<file path="src/rtl/sfic_pkg.sv">
package sfic_pkg;
  localparam int IRQ_N    = 4;
  localparam int IRQ_ORUN = 0;
  localparam int IRQ_RTO  = 1;
  localparam int IRQ_RXL  = 2;
  localparam int IRQ_TXL  = 3;
endpackage

</file>
<file path="src/rtl/sfic_fifo.sv">
module sfic_fifo #(
  parameter int DATA_W = 16,
  parameter int DEPTH  = 8,
  localparam int AW    = (DEPTH > 1) ? $clog2(DEPTH) : 1,
  localparam int CW    = $clog2(DEPTH + 1)
) (
  input  logic              clk_i,
  input  logic              rst_ni,
  input  logic              push_i,
  input  logic [DATA_W-1:0] wdata_i,
  input  logic              pop_i,
  output logic [DATA_W-1:0] rdata_o,
  output logic [CW-1:0]     count_o,
  output logic              full_o,
  output logic              empty_o
);
  logic [DATA_W-1:0] mem_q [DEPTH];
  logic [AW-1:0]     wr_ptr_q, rd_ptr_q;
  logic [CW-1:0]     count_q;
  logic              do_push, do_pop;

  assign full_o  = (count_q == CW'(DEPTH));
  assign empty_o = (count_q == '0);
  assign do_push = push_i & ~full_o;
  assign do_pop  = pop_i & ~empty_o;
  assign rdata_o = mem_q[rd_ptr_q];
  assign count_o = count_q;

  function automatic logic [AW-1:0] nxt(input logic [AW-1:0] p);
    return (p == AW'(DEPTH - 1)) ? '0 : p + 1'b1;
  endfunction

  always_ff @(posedge clk_i) begin
    if (do_push) mem_q[wr_ptr_q] <= wdata_i;
  end

  always_ff @(posedge clk_i or negedge rst_ni) begin
    if (!rst_ni) begin
      wr_ptr_q <= '0;
      rd_ptr_q <= '0;
      count_q  <= '0;
    end else begin
      if (do_push) wr_ptr_q <= nxt(wr_ptr_q);
      if (do_pop)  rd_ptr_q <= nxt(rd_ptr_q);
      case ({do_push, do_pop})
        2'b10:   count_q <= count_q + 1'b1;
        2'b01:   count_q <= count_q - 1'b1;
        default: count_q <= count_q;
      endcase
    end
  end

  // full queue refuses a lone push
  p_full_hold_r2: assert property (@(posedge clk_i) disable iff (!rst_ni)
    (full_o && push_i && !pop_i) |=> $stable(count_q));
  // empty queue ignores a lone pop
  p_empty_hold_r3: assert property (@(posedge clk_i) disable iff (!rst_ni)
    (empty_o && pop_i && !push_i) |=> (count_q == '0));
endmodule

</file>
<file path="src/rtl/sfic_idle_timer.sv">
module sfic_idle_timer #(
  parameter int LIMIT = 32,
  localparam int CW   = $clog2(LIMIT + 1)
) (
  input  logic clk_i,
  input  logic rst_ni,
  input  logic armed_i,
  input  logic frame_i,
  input  logic tick_i,
  input  logic clr_i,
  output logic timeout_o
);
  logic [CW-1:0] cnt_q;
  logic          expired;

  assign expired   = (cnt_q == CW'(LIMIT));
  assign timeout_o = armed_i & expired;

  always_ff @(posedge clk_i or negedge rst_ni) begin
    if (!rst_ni)                          cnt_q <= '0;
    else if (frame_i || !armed_i || clr_i) cnt_q <= '0;
    else if (tick_i && !expired)          cnt_q <= cnt_q + 1'b1;
  end

  p_frame_restart_r6: assert property (@(posedge clk_i) disable iff (!rst_ni)
    frame_i |=> !timeout_o);
  p_rise_on_tick_r6: assert property (@(posedge clk_i) disable iff (!rst_ni)
    $rose(timeout_o) |-> $past(tick_i));
endmodule

</file>
<file path="src/rtl/sfic_irq_ctrl.sv">
module sfic_irq_ctrl
  import sfic_pkg::*;
(
  input  logic             clk_i,
  input  logic             rst_ni,
  input  logic             tx_low_i,
  input  logic             rx_high_i,
  input  logic             rto_i,
  input  logic             ovr_set_i,
  input  logic             mask_wr_i,
  input  logic [IRQ_N-1:0] mask_wdata_i,
  input  logic             clr_wr_i,
  input  logic [IRQ_N-1:0] clr_wdata_i,
  output logic             rto_clr_o,
  output logic [IRQ_N-1:0] raw_o,
  output logic [IRQ_N-1:0] mask_o,
  output logic [IRQ_N-1:0] mis_o,
  output logic             irq_o
);
  logic             ovr_q;
  logic [IRQ_N-1:0] mask_q;

  assign rto_clr_o = clr_wr_i & clr_wdata_i[IRQ_RTO];

  always_comb begin
    raw_o           = '0;
    raw_o[IRQ_ORUN] = ovr_q;
    raw_o[IRQ_RTO]  = rto_i;
    raw_o[IRQ_RXL]  = rx_high_i;
    raw_o[IRQ_TXL]  = tx_low_i;
  end

  assign mask_o = mask_q;
  assign mis_o  = raw_o & mask_q;
  assign irq_o  = |mis_o;

  always_ff @(posedge clk_i or negedge rst_ni) begin
    if (!rst_ni) begin
      ovr_q  <= 1'b0;
      mask_q <= '0;
    end else begin
      if (ovr_set_i)                           ovr_q <= 1'b1; // set beats clear
      else if (clr_wr_i && clr_wdata_i[IRQ_ORUN]) ovr_q <= 1'b0;
      if (mask_wr_i) mask_q <= mask_wdata_i;
    end
  end

  p_ovr_set_r7: assert property (@(posedge clk_i) disable iff (!rst_ni)
    ovr_set_i |=> raw_o[IRQ_ORUN]);
  p_clr_zero_r8: assert property (@(posedge clk_i) disable iff (!rst_ni)
    (clr_wr_i && !clr_wdata_i[IRQ_ORUN] && ovr_q) |=> ovr_q);
  p_mask_hold_r9: assert property (@(posedge clk_i) disable iff (!rst_ni)
    !mask_wr_i |=> $stable(mask_q));
endmodule

</file>
<file path="src/rtl/serport_fifo_irq.sv">
module serport_fifo_irq
  import sfic_pkg::*;
#(
  parameter int DATA_W    = 16,
  parameter int DEPTH     = 8,
  parameter int TX_LOW    = 4,
  parameter int RX_HIGH   = 4,
  parameter int IDLE_BITS = 32,
  localparam int CW       = $clog2(DEPTH + 1)
) (
  input  logic              clk_i,
  input  logic              rst_ni,
  input  logic              host_wr_i,
  input  logic [DATA_W-1:0] host_wdata_i,
  input  logic              host_rd_i,
  output logic [DATA_W-1:0] host_rdata_o,
  input  logic              tx_pop_i,
  output logic [DATA_W-1:0] tx_data_o,
  input  logic              rx_push_i,
  input  logic [DATA_W-1:0] rx_data_i,
  input  logic              shift_busy_i,
  input  logic              bit_tick_i,
  input  logic              mask_wr_i,
  input  logic [IRQ_N-1:0]  mask_wdata_i,
  input  logic              clr_wr_i,
  input  logic [IRQ_N-1:0]  clr_wdata_i,
  output logic              tx_empty_o,
  output logic              tx_not_full_o,
  output logic              rx_not_empty_o,
  output logic              rx_full_o,
  output logic              busy_o,
  output logic [IRQ_N-1:0]  raw_irq_o,
  output logic [IRQ_N-1:0]  mask_o,
  output logic [IRQ_N-1:0]  mis_o,
  output logic              irq_o
);
  logic [CW-1:0]     tx_cnt, rx_cnt;
  logic              tx_full, rx_empty;
  logic [DATA_W-1:0] rx_head;
  logic              rto, rto_clr;

  sfic_fifo #(.DATA_W(DATA_W), .DEPTH(DEPTH)) u_tx_fifo (
    .clk_i, .rst_ni,
    .push_i (host_wr_i),
    .wdata_i(host_wdata_i),
    .pop_i  (tx_pop_i),
    .rdata_o(tx_data_o),
    .count_o(tx_cnt),
    .full_o (tx_full),
    .empty_o(tx_empty_o)
  );

  sfic_fifo #(.DATA_W(DATA_W), .DEPTH(DEPTH)) u_rx_fifo (
    .clk_i, .rst_ni,
    .push_i (rx_push_i),
    .wdata_i(rx_data_i),
    .pop_i  (host_rd_i),
    .rdata_o(rx_head),
    .count_o(rx_cnt),
    .full_o (rx_full_o),
    .empty_o(rx_empty)
  );

  assign tx_not_full_o  = ~tx_full;
  assign rx_not_empty_o = ~rx_empty;
  assign host_rdata_o   = rx_empty ? '0 : rx_head;
  assign busy_o         = shift_busy_i | ~tx_empty_o;

  sfic_idle_timer #(.LIMIT(IDLE_BITS)) u_idle (
    .clk_i, .rst_ni,
    .armed_i  (rx_not_empty_o),
    .frame_i  (rx_push_i),
    .tick_i   (bit_tick_i),
    .clr_i    (rto_clr),
    .timeout_o(rto)
  );

  sfic_irq_ctrl u_irq (
    .clk_i, .rst_ni,
    .tx_low_i    (tx_cnt <= CW'(TX_LOW)),
    .rx_high_i   (rx_cnt >= CW'(RX_HIGH)),
    .rto_i       (rto),
    .ovr_set_i   (rx_push_i & rx_full_o),
    .mask_wr_i,
    .mask_wdata_i,
    .clr_wr_i,
    .clr_wdata_i,
    .rto_clr_o   (rto_clr),
    .raw_o       (raw_irq_o),
    .mask_o,
    .mis_o,
    .irq_o
  );

  // overrun keeps the receive queue intact
  p_ovr_keep_r7: assert property (@(posedge clk_i) disable iff (!rst_ni)
    (rx_push_i && rx_full_o && !host_rd_i) |=> (rx_full_o && $stable(host_rdata_o)));
endmodule

</file>
<file path="config.mk">
export PLATFORM = sky130hd
export DESIGN_NAME = serport_fifo_irq
export DESIGN_NICKNAME = d
export VERILOG_FILES = /design/src/rtl/sfic_pkg.sv /design/src/rtl/sfic_fifo.sv /design/src/rtl/sfic_idle_timer.sv /design/src/rtl/sfic_irq_ctrl.sv /design/src/rtl/serport_fifo_irq.sv
export SDC_FILE = /design/constraint.sdc
export NUM_CORES = 1
export LEC_CHECK = 0
export BUFFER_PORTS_ARGS = -buffer_cell sky130_fd_sc_hd__buf_4
export CAP_MARGIN = 20
export CORE_ASPECT_RATIO = 1.2
export CORE_MARGIN = 3
export CORE_UTILIZATION = 45
export DETAILED_ROUTE_END_ITERATION = 6
export MAX_ROUTING_LAYER = met4
export PLACE_DENSITY = 0.7
export SYNTH_ARGS = -nofsm -noshare
export SYNTH_HDL_FRONTEND = slang
export SYNTH_SLANG_ARGS = --single-unit
</file>
<file path="constraint.sdc">
create_clock -name clk_i -period 3.27 [get_ports clk_i]
set_clock_uncertainty 0.1 [all_clocks]
set_input_delay 0.654 -clock clk_i [delete_from_list [all_inputs] [get_ports clk_i]]
set_output_delay 0.654 -clock clk_i [all_outputs]
set_load 0.005 [all_outputs]
</file>
==> insert_results.sql <==
INSERT INTO impl_metrics (metric_group, metric, value, unit) VALUES
('status', 'outcome', 'finished, final reports clean', ''),
('clocking', 'clock_tree_buffer_depth', '3', ''),
('synthesis', 'seq_area_frac_synth', '0.7375', ''),
('drt', 'drtAntennaViolNets', '0', ''),
('synthesis', 'synth-edff-count', '256', ''),
('pwr', 'total_power', '11.88', 'mW'),
('clocking', 'clk_pin_slew', '60', 'ps'),
('clocking', 'cts_root_buffer', 'clkbuf_16', ''),
('grt', 'track_usage', '0.1647', ''),
('grt', 'most_crowded_layer_gr', 'met2', ''),
('synthesis', 'synth_top_cells_by_area', 'edfxtp_1, mux4_2, dfrtp_1', ''),
('floorplanning', 'die_area', '27460', 'um2'),
('final_layout', 'postLayoutCellArea', '13650', 'um2'),
('timing', 'slew_limit_headroom', '0.5560', ''),
('synthesis', 'synth_cell_types', '40', ''),
('synthesis', 'synthDominantCellAreaShare', '0.6699', ''),
('floorplanning', 'num_io_pins', '100', ''),
('placement', 'placedInstanceArea', '12750', 'um2'),
('final_layout', 'fill_cells', '1950', ''),
('grt', 'grt_pass1_vias', '6145', ''),
('drt', 'num_vias', '5658', ''),
('pwr', 'power.static_leakage', '4.775', 'nW'),
('worst_setup_path', 'critPathArrivalTime', '2330', 'ps'),
('grt', 'grt_start_max_net_pins', '35', ''),
('final_layout', 'nets', '758', ''),
('floorplanning', 'chipWidth', '151.8', 'um'),
('synthesis', 'number_of_instances_in_the_synthesized_netlist', '570', ''),
('synthesis', 'ys_dominant_reg_cell', 'edfxtp_1', ''),
('timing', 'setup_tns', '0', 'ps'),
('grt', 'gr-usage-met1', '0.1905', ''),
('synthesis', 'yosysTopAreaCell', 'edfxtp_1', ''),
('final_layout', 'postLayoutCoreUtil', '0.5481', ''),
('placement', 'hpwl_after_dpl', '13320', 'um'),
('timing', 'tightestPinTransition', '656.8', 'ps'),
('timing', 'minimum_clock_period_after_layout', '3086', 'ps'),
('floorplanning', 'std_cell_rows', '63', ''),
('drt', 'route.detailed.wl_per_inst', '20.89', 'um'),
('worst_setup_path', 'setup.worst_path.start_class', 'flop', ''),
('floorplanning', 'die_height', '180.9', 'um'),
('worst_setup_path', 'crit_type', 'reg -> out', ''),
('timing', 'setup_violations', '0', ''),
('synthesis', 'synth_async_sr_flop_share', '0.1080', ''),
('drt', 'viasPerCell', '5.451', ''),
('drt', 'drt_pre_antenna_iters', '7', ''),
('clocking', 'clock-sinks', '287', ''),
('placement', 'gp_routability_congestion', '0.7724', ''),
('clocking', 'h_tree_levels', '1', ''),
('drt', 'drc', '0', ''),
('clocking', 'cts_post_setup_buffers_inserted', '0', ''),
('floorplanning', 'floorplan.initialDensity', '0.4607', ''),
('synthesis', 'postSynthNetCount', '636', ''),
('worst_setup_path', 'worst-endpoint-required', '2520', 'ps'),
('final_layout', 'antenna-diode-count', '0', ''),
('placement', 'placement.io_buffers', '97', ''),
('grt', 'leftover_overflow_at_the_end_of_global_routing', '0', ''),
('timing', 'report.final.hold_viol_count', '0', ''),
('flow_run', 'cap_viol_max_count', '0', ''),
('synthesis', 'ys.warnings.count', '0', ''),
('timing', 'drv_slew', '0', ''),
('hold_path', 'worstHoldPathType', 'in -> reg', ''),
('clocking', 'clk_lat_worst_skew', '520', 'ps'),
('timing', 'max_clock_freq', '0.3240', 'GHz'),
('worst_setup_path', 'worst_setup_path_end_kind', 'output port', ''),
('timing', 'min_period_over_period', '0.9439', ''),
('synthesis', 'post_synth_most_frequent_cells', 'edfxtp_1, mux4_2, nor2_1', ''),
('grt', 'first_pass_grt_wire_length', '33700', 'um'),
('synthesis', 'synth-seq-cells', '287', ''),
('clocking', 'cts_made_buffers', '28', ''),
('clocking', 'cts_tree', 'yes', ''),
('pwr', 'cellPowerDensity', '869.9', 'nW/um2'),
('drt', 'drt_first_iter_violations', '418', ''),
('synthesis', 'yosysMostFrequentCell', 'edfxtp_1', ''),
('synthesis', 'syn-mean-instance-area', '20.13', 'um2'),
('timing', 'grt_setup_unrepaired', 'false', ''),
('grt', 'grtUsageMet2', '0.2927', ''),
('pwr', 'max-vdd-ir-drop', '546.8', 'uV'),
('grt', 'antenna_violations_before_repair', '0', ''),
('final_layout', 'area_growth', '18.98', '%'),
('worst_setup_path', 'critical_path.max_fanout', '25', ''),
('final_layout', 'share_of_cells_above_drive_strength_1', '0.3745', ''),
('drt', 'route.final.wire_length', '21690', 'um'),
('synthesis', 'post_synth_instance_area', '11470', 'um2'),
('grt', 'globalRouteMet3Util', '0.02985', ''),
('floorplanning', 'design.core.area', '24910', 'um2');
state kept, by name, summed over array words and instances (netlist names):
signal / count
u_rx_fifo.rd_ptr_q: 3
u_tx_fifo.mem_q: 128
u_tx_fifo.wr_ptr_q: 3
u_idle.cnt_q: 6
u_irq.ovr_q: 1
u_tx_fifo.count_o: 4
u_rx_fifo.count_o: 4
u_tx_fifo.rd_ptr_q: 3
u_rx_fifo.mem_q: 128
u_rx_fifo.wr_ptr_q: 3
u_irq.mask_o: 4
logic make-up after synthesis:
family,synth area share
DFF,0.7375
muxes,0.1699
and+or+nand+nor,0.04144
buffers and inverters,0.01417
AOI/OAI and AO/OA,0.009596
adders and majority gates,0.01745
xor gates and xnor gates,0.009923
per-stage QoR:
stage          hold slack [ps]  std cells  setup WS (ps)
2_1_floorplan            258.4        570          218.3
4_1_cts                  204.7       1038          64.42
5_1_grt                  214.7       1038          26.56
3_5_place_dp             381.8        986          608.2
6_report                 231.0       1038          183.5
3_3_place_gp             376.6        986          676.8
timing repair:
| item | 4_1_cts | 5_1_grt |
|---|---|---|
| gates resized for setup | 0 | 1 |
| endpoints found under the hold margin | 31 | 0 |
| hold buffers | 1 | 0 |
| endpoints found under the setup margin | 0 | 2 |
cell usage in the layout, fill, tap and decap left out, types with 5 or more instances in the layout:
master     instances
a21oi_1            6
buf_4            119
clkbuf_1           8
clkbuf_16         28
clkinv_1           7
dfrtp_1           29
edfxtp_1         256
ha_1              16
mux2_2            30
mux2i_1           17
mux4_2            64
nand2_1           11
nand2b_1          10
nor2_1            32
nor3_1             6
nor3_4             5
xor2_1             9
per-layer routing:
metal | wire [um] | vias up
met5 | 0 | -
met4 | 517 | 0
met3 | 1100 | 44
met2 | 11850 | 135
met1 | 8214 | 2947
li1 | - | 2532
cell type report:
class / instances / area (um2) / area share
clock buffer: 36 / 730.7 / 0.05352
clock inverter: 15 / 158.9 / 0.01164
inverter: 5 / 18.77 / 0.001375
multi-input combinational: 248 / 2927 / 0.2144
sequential: 287 / 8468 / 0.6202
tap: 325 / 406.6 / 0.02978
timing repair buffer: 122 / 943.4 / 0.06910
critical path: stages, from the launching register on:
cell,delay (ps)
dfrtp_4,560
buf_12,260
mux4_2,530
mux2i_1,220
nor2_1,80
buf_4,140
path summary, 6_finish.rpt:
kind | from | end | slack (ps) | depth (start not counted)
max in group asynchronous | rst_ni | u_rx_fifo.rd_ptr_q[0]$_DFFE_PN0P_ | 2220 | 2
worst min-delay path | host_wdata_i[10] | u_tx_fifo.mem_q[5][10]$_DFFE_PP_ | 230 | 1
min in group asynchronous | rst_ni | u_rx_fifo.count_o[2]$_DFFE_PN0P_ | 510 | 2
worst max-delay path | u_rx_fifo.rd_ptr_q[0]$_DFFE_PN0P_ | host_rdata_o[4] | 180 | 5
worst min register to register | u_rx_fifo.count_o[3]$_DFFE_PN0P_ | u_rx_fifo.count_o[3]$_DFFE_PN0P_ | 390 | 1
worst max register to register | u_tx_fifo.count_o[1]$_DFFE_PN0P_ | u_tx_fifo.count_o[2]$_DFFE_PN0P_ | 600 | 10
where the power goes:
group          total [mW]  switching (mW)  internal (mW)
clock network        3.09            1.27           1.81
logic                3.79            1.76           2.03
registers            5.00           0.357           4.64
total                11.9            3.39           8.49
Power figures use the tool's default switching activity.
